`src/rtl/irq_dispatch_pkg.sv`:
```
package irq_dispatch_pkg;

    localparam int NSRC      = 16;
    localparam int CNT_W     = 8;
    localparam int VEC_W     = 24;
    localparam int ST_W      = 4;
    localparam int LATE_WIN  = 4;
    localparam int VEC_STEP  = 2;
    localparam logic [VEC_W-1:0] STD_BASE  = 24'hFF2000;
    localparam logic [VEC_W-1:0] XFER_BASE = 24'hFF2040;

    typedef enum logic [1:0] {
        ACK_IDLE = 2'd0,
        ACK_NEXT = 2'd1,
        ACK_SKIP = 2'd2
    } ack_state_e;

    typedef enum logic {
        KIND_STD  = 1'b0,
        KIND_XFER = 1'b1
    } kind_e;

    typedef struct packed {
        logic  found;
        logic  eot;
        kind_e kind;
    } pick_t;

    function automatic logic [VEC_W-1:0] vec_of(input int unsigned idx, input kind_e k);
        logic [VEC_W-1:0] base;
        base = (k == KIND_XFER) ? XFER_BASE : STD_BASE;
        return base + VEC_W'(idx * VEC_STEP);
    endfunction

endpackage

```
`src/rtl/irq_src_bank.sv`:
```
module irq_src_bank
    import irq_dispatch_pkg::*;
#(
    parameter int N   = NSRC,
    parameter int CW  = CNT_W,
    localparam int IW = $clog2(N)
) (
    input  logic          clk,
    input  logic          rst,
    input  logic [N-1:0]  req_in,
    input  logic          sel_wr,
    input  logic [N-1:0]  sel_wdata,
    input  logic          cnt_wr,
    input  logic [IW-1:0] cnt_idx,
    input  logic [CW-1:0] cnt_wdata,
    input  logic          xfer_done,
    input  logic [IW-1:0] xfer_idx,
    input  logic          take_valid,
    input  logic [IW-1:0] take_idx,
    input  logic          take_eot,
    output logic [N-1:0]  req_pend,
    output logic [N-1:0]  eot_pend,
    output logic [N-1:0]  sel_q
);

    for (genvar i = 0; i < N; i++) begin : g_src
        logic [CW-1:0] count;
        logic          wr_hit;
        logic          done_hit;
        logic          take_hit;
        logic          drain;

        assign wr_hit   = cnt_wr && (cnt_idx == IW'(i));
        assign done_hit = xfer_done && (xfer_idx == IW'(i));
        assign take_hit = take_valid && (take_idx == IW'(i));
        assign drain    = done_hit && !wr_hit && (count == CW'(1));

        always_ff @(posedge clk) begin
            if (rst)
                count <= '0;
            else if (wr_hit)
                count <= cnt_wdata;
            else if (done_hit && count != '0)
                count <= count - CW'(1);
        end

        always_ff @(posedge clk) begin
            if (rst)
                sel_q[i] <= 1'b0;
            else if (drain)
                sel_q[i] <= 1'b0;
            else if (sel_wr)
                sel_q[i] <= sel_wdata[i];
        end

        always_ff @(posedge clk) begin
            if (rst)
                eot_pend[i] <= 1'b0;
            else if (drain)
                eot_pend[i] <= 1'b1;
            else if (take_hit && take_eot)
                eot_pend[i] <= 1'b0;
        end

        always_ff @(posedge clk) begin
            if (rst)
                req_pend[i] <= 1'b0;
            else if (req_in[i])
                req_pend[i] <= 1'b1;
            else if (take_hit && !take_eot)
                req_pend[i] <= 1'b0;
        end
    end

endmodule

```
`src/rtl/irq_prio_pick.sv`:
```
module irq_prio_pick
    import irq_dispatch_pkg::*;
#(
    parameter int N   = NSRC,
    localparam int IW = $clog2(N)
) (
    input  logic [N-1:0]  req_pend,
    input  logic [N-1:0]  eot_pend,
    input  logic [N-1:0]  sel_q,
    input  logic [N-1:0]  src_en,
    input  logic          glob_en,
    output pick_t         pick,
    output logic [IW-1:0] pick_idx
);

    logic [N-1:0] eligible;

    assign eligible = (req_pend | eot_pend) & src_en & {N{glob_en}};

    always_comb begin
        pick     = '{found: 1'b0, eot: 1'b0, kind: KIND_STD};
        pick_idx = '0;
        for (int i = 0; i < N; i++) begin
            if (eligible[i]) begin
                pick.found = 1'b1;
                pick.eot   = eot_pend[i];
                pick.kind  = (!eot_pend[i] && sel_q[i]) ? KIND_XFER : KIND_STD;
                pick_idx   = IW'(i);
            end
        end
    end

endmodule

```
`src/rtl/irq_ack_timer.sv`:
```
module irq_ack_timer
    import irq_dispatch_pkg::*;
#(
    parameter int SW   = ST_W,
    parameter int LATE = LATE_WIN
) (
    input  logic          clk,
    input  logic          rst,
    input  logic          any_req,
    input  logic          instr_end,
    input  logic [SW-1:0] states_left,
    output logic          fire
);

    ack_state_e state;
    logic       late;

    assign late = (int'(states_left) <= LATE);
    assign fire = (state == ACK_NEXT) && any_req && instr_end;

    always_ff @(posedge clk) begin
        if (rst) begin
            state <= ACK_IDLE;
        end else begin
            unique case (state)
                ACK_IDLE: if (any_req) state <= late ? ACK_SKIP : ACK_NEXT;
                ACK_NEXT: if (!any_req || instr_end) state <= ACK_IDLE;
                ACK_SKIP: if (!any_req) state <= ACK_IDLE;
                          else if (instr_end) state <= ACK_NEXT;
                default:  state <= ACK_IDLE;
            endcase
        end
    end

endmodule

```
`src/rtl/irq_dispatch_top.sv`:
```
module irq_dispatch_top
    import irq_dispatch_pkg::*;
#(
    parameter int N    = NSRC,
    parameter int CW   = CNT_W,
    parameter int SW   = ST_W,
    parameter int LATE = LATE_WIN,
    localparam int IW  = $clog2(N)
) (
    input  logic             clk,
    input  logic             rst,
    input  logic [N-1:0]     req_in,
    input  logic [N-1:0]     src_en,
    input  logic             glob_en,
    input  logic             sel_wr,
    input  logic [N-1:0]     sel_wdata,
    input  logic             cnt_wr,
    input  logic [IW-1:0]    cnt_idx,
    input  logic [CW-1:0]    cnt_wdata,
    input  logic             xfer_done,
    input  logic [IW-1:0]    xfer_idx,
    input  logic             instr_end,
    input  logic [SW-1:0]    states_left,
    output logic             disp_valid,
    output logic [IW-1:0]    disp_idx,
    output logic             disp_xfer,
    output logic [VEC_W-1:0] disp_vec,
    output logic [N-1:0]     xsel_q,
    output logic [N-1:0]     eot_q
);

    logic [N-1:0]  req_pend;
    pick_t         pick;
    logic [IW-1:0] pick_idx;
    logic          fire;

    irq_src_bank #(.N(N), .CW(CW)) u_bank (
        .clk        (clk),
        .rst        (rst),
        .req_in     (req_in),
        .sel_wr     (sel_wr),
        .sel_wdata  (sel_wdata),
        .cnt_wr     (cnt_wr),
        .cnt_idx    (cnt_idx),
        .cnt_wdata  (cnt_wdata),
        .xfer_done  (xfer_done),
        .xfer_idx   (xfer_idx),
        .take_valid (fire),
        .take_idx   (pick_idx),
        .take_eot   (pick.eot),
        .req_pend   (req_pend),
        .eot_pend   (eot_q),
        .sel_q      (xsel_q)
    );

    irq_prio_pick #(.N(N)) u_pick (
        .req_pend (req_pend),
        .eot_pend (eot_q),
        .sel_q    (xsel_q),
        .src_en   (src_en),
        .glob_en  (glob_en),
        .pick     (pick),
        .pick_idx (pick_idx)
    );

    irq_ack_timer #(.SW(SW), .LATE(LATE)) u_timer (
        .clk         (clk),
        .rst         (rst),
        .any_req     (pick.found),
        .instr_end   (instr_end),
        .states_left (states_left),
        .fire        (fire)
    );

    always_ff @(posedge clk) begin
        if (rst) begin
            disp_valid <= 1'b0;
            disp_idx   <= '0;
            disp_xfer  <= 1'b0;
            disp_vec   <= '0;
        end else begin
            disp_valid <= fire;
            if (fire) begin
                disp_idx  <= pick_idx;
                disp_xfer <= (pick.kind == KIND_XFER);
                disp_vec  <= vec_of(int'(pick_idx), pick.kind);
            end
        end
    end

endmodule

```
`config.mk`:
```
export PLATFORM = sky130hd
export DESIGN_NAME = irq_dispatch_top
export DESIGN_NICKNAME = d
export VERILOG_FILES = /design/src/rtl/irq_dispatch_pkg.sv /design/src/rtl/irq_src_bank.sv /design/src/rtl/irq_prio_pick.sv /design/src/rtl/irq_ack_timer.sv /design/src/rtl/irq_dispatch_top.sv
export SDC_FILE = /design/constraint.sdc
export NUM_CORES = 1
export LEC_CHECK = 0
export CELL_PAD_IN_SITES_DETAIL_PLACEMENT = 0
export CELL_PAD_IN_SITES_GLOBAL_PLACEMENT = 1
export CORE_MARGIN = 2
export CORE_UTILIZATION = 44
export CTS_BUF_LIST = sky130_fd_sc_hd__clkbuf_8
export DETAILED_ROUTE_END_ITERATION = 8
export PLACE_DENSITY_LB_ADDON = 0.1
export SYNTH_ARGS = -nofsm -noshare
export SYNTH_HDL_FRONTEND = slang
export SYNTH_HIERARCHICAL = 1
export SYNTH_SLANG_ARGS = --single-unit
```
`constraint.sdc`:
```
create_clock -name clk -period 3.7 [get_ports clk]
set_input_delay 0.925 -clock clk [delete_from_list [all_inputs] [get_ports clk]]
set_output_delay 0.925 -clock clk [all_outputs]
set_load 0.005 [all_outputs]
```
* Word level (Yosys, flattened, before mapping)
Index checks and enable logic that the tools add are counted.
Storage, ports and cells: bits in registers 208, input bits 75, output and inout bits 62
Cells by class: add/subtract/negate cells 17, $lt $le $gt $ge 1, equal/unequal tests 66, multiplexer cells 150, bitwise gates (word level) 3, reduce and logical (&&, ||, !) cells 266
Operators with widths (count):
- two-way mux 8 bit | 32
- logical AND 1 bit | 146
- equality test 8 x 1 -> 1 bit, second input constant | 16
- nonzero test 8 bit | 16
- subtractor 8 x 1 -> 8 bit, second input constant | 16
- equality test 4 bit, second input constant | 24
- nonzero test 2 bit | 48
- two-way mux 1 bit | 81
- two-way mux 3 bit | 20
- equality test 4 x 3 -> 1 bit, second input constant | 12
- logical NOT 1 bit | 34
- AND 16 bit | 2
- two-way mux 4 bit | 8
- OR reduction 2 bit | 16
- equality test 4 x 2 -> 1 bit, second input constant | 6
- adder 17 x 6 -> 18 bit | 1
- OR 16 bit | 1
- two-way mux 2 bit | 7
- equality test 4 x 1 -> 1 bit, second input constant | 3
- logical NOT 4 bit | 3
- two-way mux 7 bit | 1
- case mux 2 bit (3 select lines) | 1
- <= comparator 4 x 3 -> 1 bit, second input constant | 1
- != test 2 bit, second input constant | 2
- other kinds (6) | 6

* Logic depth before layout (Yosys ltp)
depth in word-level cells 25, mapped depth 13, mapped depth without buffers 11

* Cells and area by module
The synthesis kept the hierarchy.
By module, submodules not included:
- irq_src_bank | instances 1, cells each 1248, area each 10233.6 um2
- irq_prio_pick | instances 1, cells each 120, area each 863.3 um2
- irq_dispatch_top | instances 1, cells each 45, area each 410.4 um2
- irq_ack_timer | instances 1, cells each 12, area each 101.3 um2

* Worst setup path after synthesis
OpenSTA, ideal clock, no wires.
kind in2reg, from input glob_en, to register u_bank.req_pend[12], setup time 0.128 ns, arrival time 3.017 ns, setup slack 0.556 ns, stages 12, buffers on the path 2, path through buf_6 buf_2 o211a_1 nor2_2 nand2_1 or4_1 inv_1 nor3_1 nand4b_1 or3_1 a21oi_1 nor2_1
Between the ends: elaborated cells on any way between the ends 39
RTL lines:
- start: declaration | RTL line irq_dispatch_top.sv:14 | input logic glob_en,
- AND 16 bit (*) | RTL line irq_prio_pick.sv:18 | assign eligible = (req_pend | eot_pend) & src_en & {N{glob_en}};
- two-way mux 4 bit (7 in series) | RTL line irq_prio_pick.sv:24 | if (eligible[i]) begin
- two-way mux 4 bit (*) | RTL line irq_prio_pick.sv:24
- named net pick_idx[3] | RTL line irq_dispatch_top.sv:34 | logic [IW-1:0] pick_idx;
- equality test 4 bit (*) | RTL line irq_src_bank.sv:35 | assign take_hit = take_valid && (take_idx == IW'(i));
- logical AND 1 bit (*) | RTL line irq_src_bank.sv:35
- logical AND 1 bit (*) | RTL line irq_src_bank.sv:70 | else if (take_hit && !take_eot)
- nonzero test 2 bit (no line) (*)
- end signal: indexed assignment | RTL line irq_src_bank.sv:67 | req_pend[i] <= 1'b0;
- end signal: indexed assignment | RTL line irq_src_bank.sv:69 | req_pend[i] <= 1'b1;
- end signal: indexed assignment | RTL line irq_src_bank.sv:71 | req_pend[i] <= 1'b0;
- end: declaration | RTL line irq_src_bank.sv:21 | output logic [N-1:0] req_pend,
The timed path passes the listed nets; every way through them passes the cells marked *. A chain may end at the register's enable or synchronous reset.

==> Flow_metrics.wiki <==
{| class="wikitable"
! Metric !! Value
|-
| Run status || finished clean
|-
| RSZ-0062 raised after global routing || false
|-
| Min-Delay Startpoint || u_timer/state[0]
|-
| Minimum setup slack among reg-to-reg paths || 1.09 ns
|-
| EDFF count, synth || 0
|-
| Routing layer with the top usage in global route || met2
|-
| Post-DR vias/cell || 6.101
|-
| Final antenna diode count || 0
|-
| Post-CTS Hold Buffers || 0
|-
| Count of mapped cells out of synthesis || 1,425
|-
| Top post-synthesis cells by area || sky130_fd_sc_hd__dfxtp_1, sky130_fd_sc_hd__a311oi_1, sky130_fd_sc_hd__nor2_1, sky130_fd_sc_hd__ha_1, sky130_fd_sc_hd__o21ai_0
|-
| Part of the Yosys area used for sequential elements || 31.90%
|-
| Count of nets after finishing || 1,654
|-
| Met3 demand-to-capacity share in global routing || 4.729%
|-
| Vias after detailed routing || 11,501
|-
| Gpl congestion || 0.8957
|-
| Power per Cell Area || 320.5 nW/um^2
|-
| Area of all sequential standard cells || 3704 um^2
|-
| Hold path depth || 1
|-
| Async set-or-reset flop fraction in the synthesized netlist || 0%
|-
| Type of the most critical hold path || flip-flop to flip-flop
|-
| Peak clock frequency supported by timing || 311.3 MHz
|-
| Final setup vio count || 0
|-
| Minimum period implied by the final worst setup slack || 3.212 ns
|-
| Maximum buffer depth of the clock tree || 2
|-
| Met1 global-route usage || 38.15%
|-
| Worst Clk Skew || 0.02259 ns
|-
| Cell with the most instances after synthesis || sky130_fd_sc_hd__dfxtp_1
|-
| Critical setup path kind || primary input to flip-flop
|-
| Number of cells upsized or downsized after cts || 0
|-
| Final TNS setup || 0 ns
|-
| Net switching power || 1.433 mW
|-
| Power share of the clock group || 32.6%
|-
| Leakage power total || 5.014 nW
|-
| Number of post-CTS setup repair buffers || 0
|-
| Mapped Area || 11,610 um^2
|-
| Post-route standard cell area excluding fillers || 13,750 um^2
|-
| Std-Cell Rows || 59
|-
| DRC violations left || 0
|-
| Data required time of the worst path || 4.04 ns
|-
| Most instantiated flip-flop cell in the synthesis netlist || sky130_fd_sc_hd__dfxtp_1
|-
| Top-level I/O count || 137
|-
| Critical path arrival || 3.55 ns
|-
| Clock tree from TritonCTS || yes
|-
| Global route total overflow || 0
|-
| Violation count after the first detailed-route iteration || 862
|-
| Initial cell density of the core || 44.67%
|-
| P_int || 2.974 mW
|-
| Cell area after placement || 13,330 um^2
|-
| Largest net degree at the start of global routing || 127
|-
| Number of H-tree branching levels || 4
|-
| Buffer type at the clock tree root || sky130_fd_sc_hd__clkbuf_8
|-
| Yosys synthesis warning count || 6
|-
| Clk_lat worst skew || 0.48 ns
|-
| Leading post-synthesis cells by instance count || sky130_fd_sc_hd__dfxtp_1, sky130_fd_sc_hd__nor2_1, sky130_fd_sc_hd__inv_1
|-
| Tcrit/Tclk final || 86.82%
|-
| Final wirelength || 37,770 um
|-
| Hold Path End || u_timer/state[1]
|-
| Avg Synthesized Cell Area || 8.146 um^2
|-
| Max-cap viol count || 0
|-
| Synth top area share || 31.90%
|-
| Global-route track usage on met2 || 41.54%
|-
| Number of slew-limit violations in the final report || 0
|-
| CP startpoint kind || primary input
|-
| Transition time at the pin with the least slew margin || 0.9130 ns
|-
| Number of global-route vias before repair || 10,581
|-
| Distinct cell type count after synthesis || 84
|-
| Comb pwr share || 19.0%
|-
| Share of total power in sequential cells || 48.4%
|-
| Wire length per cell after detailed routing || 20.04 um
|-
| Die Footprint || 27,700 um^2
|-
| Half-perimeter wire length of the detailed placement result || 26,990 um
|-
| Number of hold violations in the final report || 0
|-
| Library cell with the largest summed area after synthesis || sky130_fd_sc_hd__dfxtp_1
|-
| Area taken by multi-input logic gates || 7147 um^2
|-
| Switching power share of the total || 32.51%
|-
| Highest fanout seen on the critical path || 34
|-
| Proportion of layout cells with a drive suffix above 1 || 10.77%
|-
| DIE WIDTH || 166.4 um
|-
| Floorplan die height || 166.4 um
|-
| Post-synthesis sequential element count || 185
|-
| Pre-antenna DRT Iters || 5
|-
| VDD IR max || 0.0001941 V
|-
| P&R area growth vs syn || 18.44%
|-
| Clock transition at the registers of the reported paths || 0.12 ns
|-
| Area of the core || 25,980 um^2
|-
| Number of antenna violations at the first check in global routing || 0
|-
| Worst R2R Path Depth || 8
|-
| Total clock sinks || 185
|-
| Endpoint of the worst register-to-register path || u_bank/req_pend[6]
|-
| Number of port buffers || 126
|-
| Total global-route track usage || 26.86%
|-
| Crit. Startpoint || glob_en
|-
| First-pass GRT wire length || 59,860 um
|-
| Number of fill cells || 2,553
|-
| TritonCTS Buffers || 17
|-
| Startpoint of the most critical register-to-register path || u_bank/eot_pend[4]
|-
| Nature of the critical path endpoint || flip-flop
|-
| Antenna-violating nets left || 0
|-
| Remaining max-slew budget at the tightest pin || 38.57%
|}
==> power by group through the flow <==
stage	registers, mW	clock network, mW	logic [mW]
after floorplan	2.16	0	0.507
after global placement	2.18	0	0.826
after detailed placement	2.18	0	0.826
after CTS	2.13	1.47	0.831
after global routing	2.15	1.56	0.915
final	2.13	1.44	0.836
==> flip-flops by register name, indices dropped and copies added (netlist names) <==
register	count
u_bank/req_pend	16
u_timer/state	2
disp_vec	3
u_bank/sel_q	16
u_bank/g_src.count	128
disp_valid	1
disp_idx	3
u_bank/eot_pend	16
==> layout make-up <==
class                           count  share of cell area, %
Multi-Input combinational cell   1068                  51.98
Sequential cell                   185                  26.94
Timing Repair Buffer              191                  12.98
Tap cell                          335                  3.049
Inverter                           74                  2.020
Clock buffer                       19                  1.902
Clock inverter                     13                  1.138
==> metrics by stage <==
| stage | hold slack [ns] | setup WS [ns] | cells | utilization, % | power, mW |
|---|---|---|---|---|---|
| floorplan | 0.4366 | 0.5556 | 1434 | - | 2.664 |
| global placement | 0.4561 | 0.03390 | 1853 | 51.30 | 3.005 |
| detailed placement | 0.4654 | 0.06320 | 1853 | 51.30 | 3.004 |
| CTS | 0.4828 | 0.5492 | 1885 | 52.91 | 4.439 |
| global route | 0.5009 | 0.3444 | 1885 | 52.91 | 4.626 |
| finish | 0.4822 | 0.4875 | 1885 | 52.91 | 4.407 |
==> how the worst max path moves through the flow <==
stage,cells past startpoint,to
floorplan,12,u_bank/req_pend[12]
global placement,10,u_bank/req_pend[12]
detailed placement,9,u_bank/req_pend[6]
CTS,10,u_bank/req_pend[12]
global route,12,u_bank/eot_pend[6]
finish,9,u_bank/req_pend[6]
==> cell usage in the layout (no fill, tap or decap), drive strengths merged, types with 10 or more instances in the layout <==
| master | instances |
|---|---|
| nor3b | 12 |
| nand2b | 15 |
| o41ai | 11 |
| o31ai | 19 |
| o211ai | 19 |
| o21ai | 73 |
| dfxtp | 185 |
| mux2i | 19 |
| nor4 | 25 |
| clkdlybuf4s50 | 125 |
| mux2 | 16 |
| nand4 | 46 |
| a311oi | 72 |
| or4 | 40 |
| nand3 | 37 |
| and3 | 27 |
| a31o | 10 |
| inv | 81 |
| or3 | 32 |
| nand2 | 61 |
| a21oi | 51 |
| a2111oi | 11 |
| nor2b | 17 |
| buf | 66 |
| xnor2 | 21 |
| nor3 | 35 |
| nor2 | 169 |
| conb | 10 |
| clkbuf | 19 |
| a211oi | 46 |
| ha | 42 |
==> critical path: stages <==
cell	delay (ns)
sky130_fd_sc_hd__clkdlybuf4s50_1	0.51
sky130_fd_sc_hd__buf_12	0.21
sky130_fd_sc_hd__o211ai_2	0.18
sky130_fd_sc_hd__a311oi_1	0.39
sky130_fd_sc_hd__o211ai_1	0.18
sky130_fd_sc_hd__a31o_1	0.32
sky130_fd_sc_hd__or3b_2	0.52
sky130_fd_sc_hd__o21ai_0	0.21
sky130_fd_sc_hd__a21oi_1	0.09
==> cells by family after synthesis <==
family | synth area share (%)
AO/OA/AOI/OAI | 23.68
XOR/XNOR | 1.735
adder cells (fa/ha/maj) | 4.527
buffers and inverters | 6.866
flip-flops | 31.90
multiplexers | 3.190
other | 0.03230
AND/OR/NAND/NOR | 28.07
==> routing by layer <==
metal	vias to the layer above	share of wire (%)
li1	5627	-
met1	5420	48
met2	393	44
met3	61	6.1
met4	0	2.4
met5	-	0
Power figures use the tool's default switching activity.
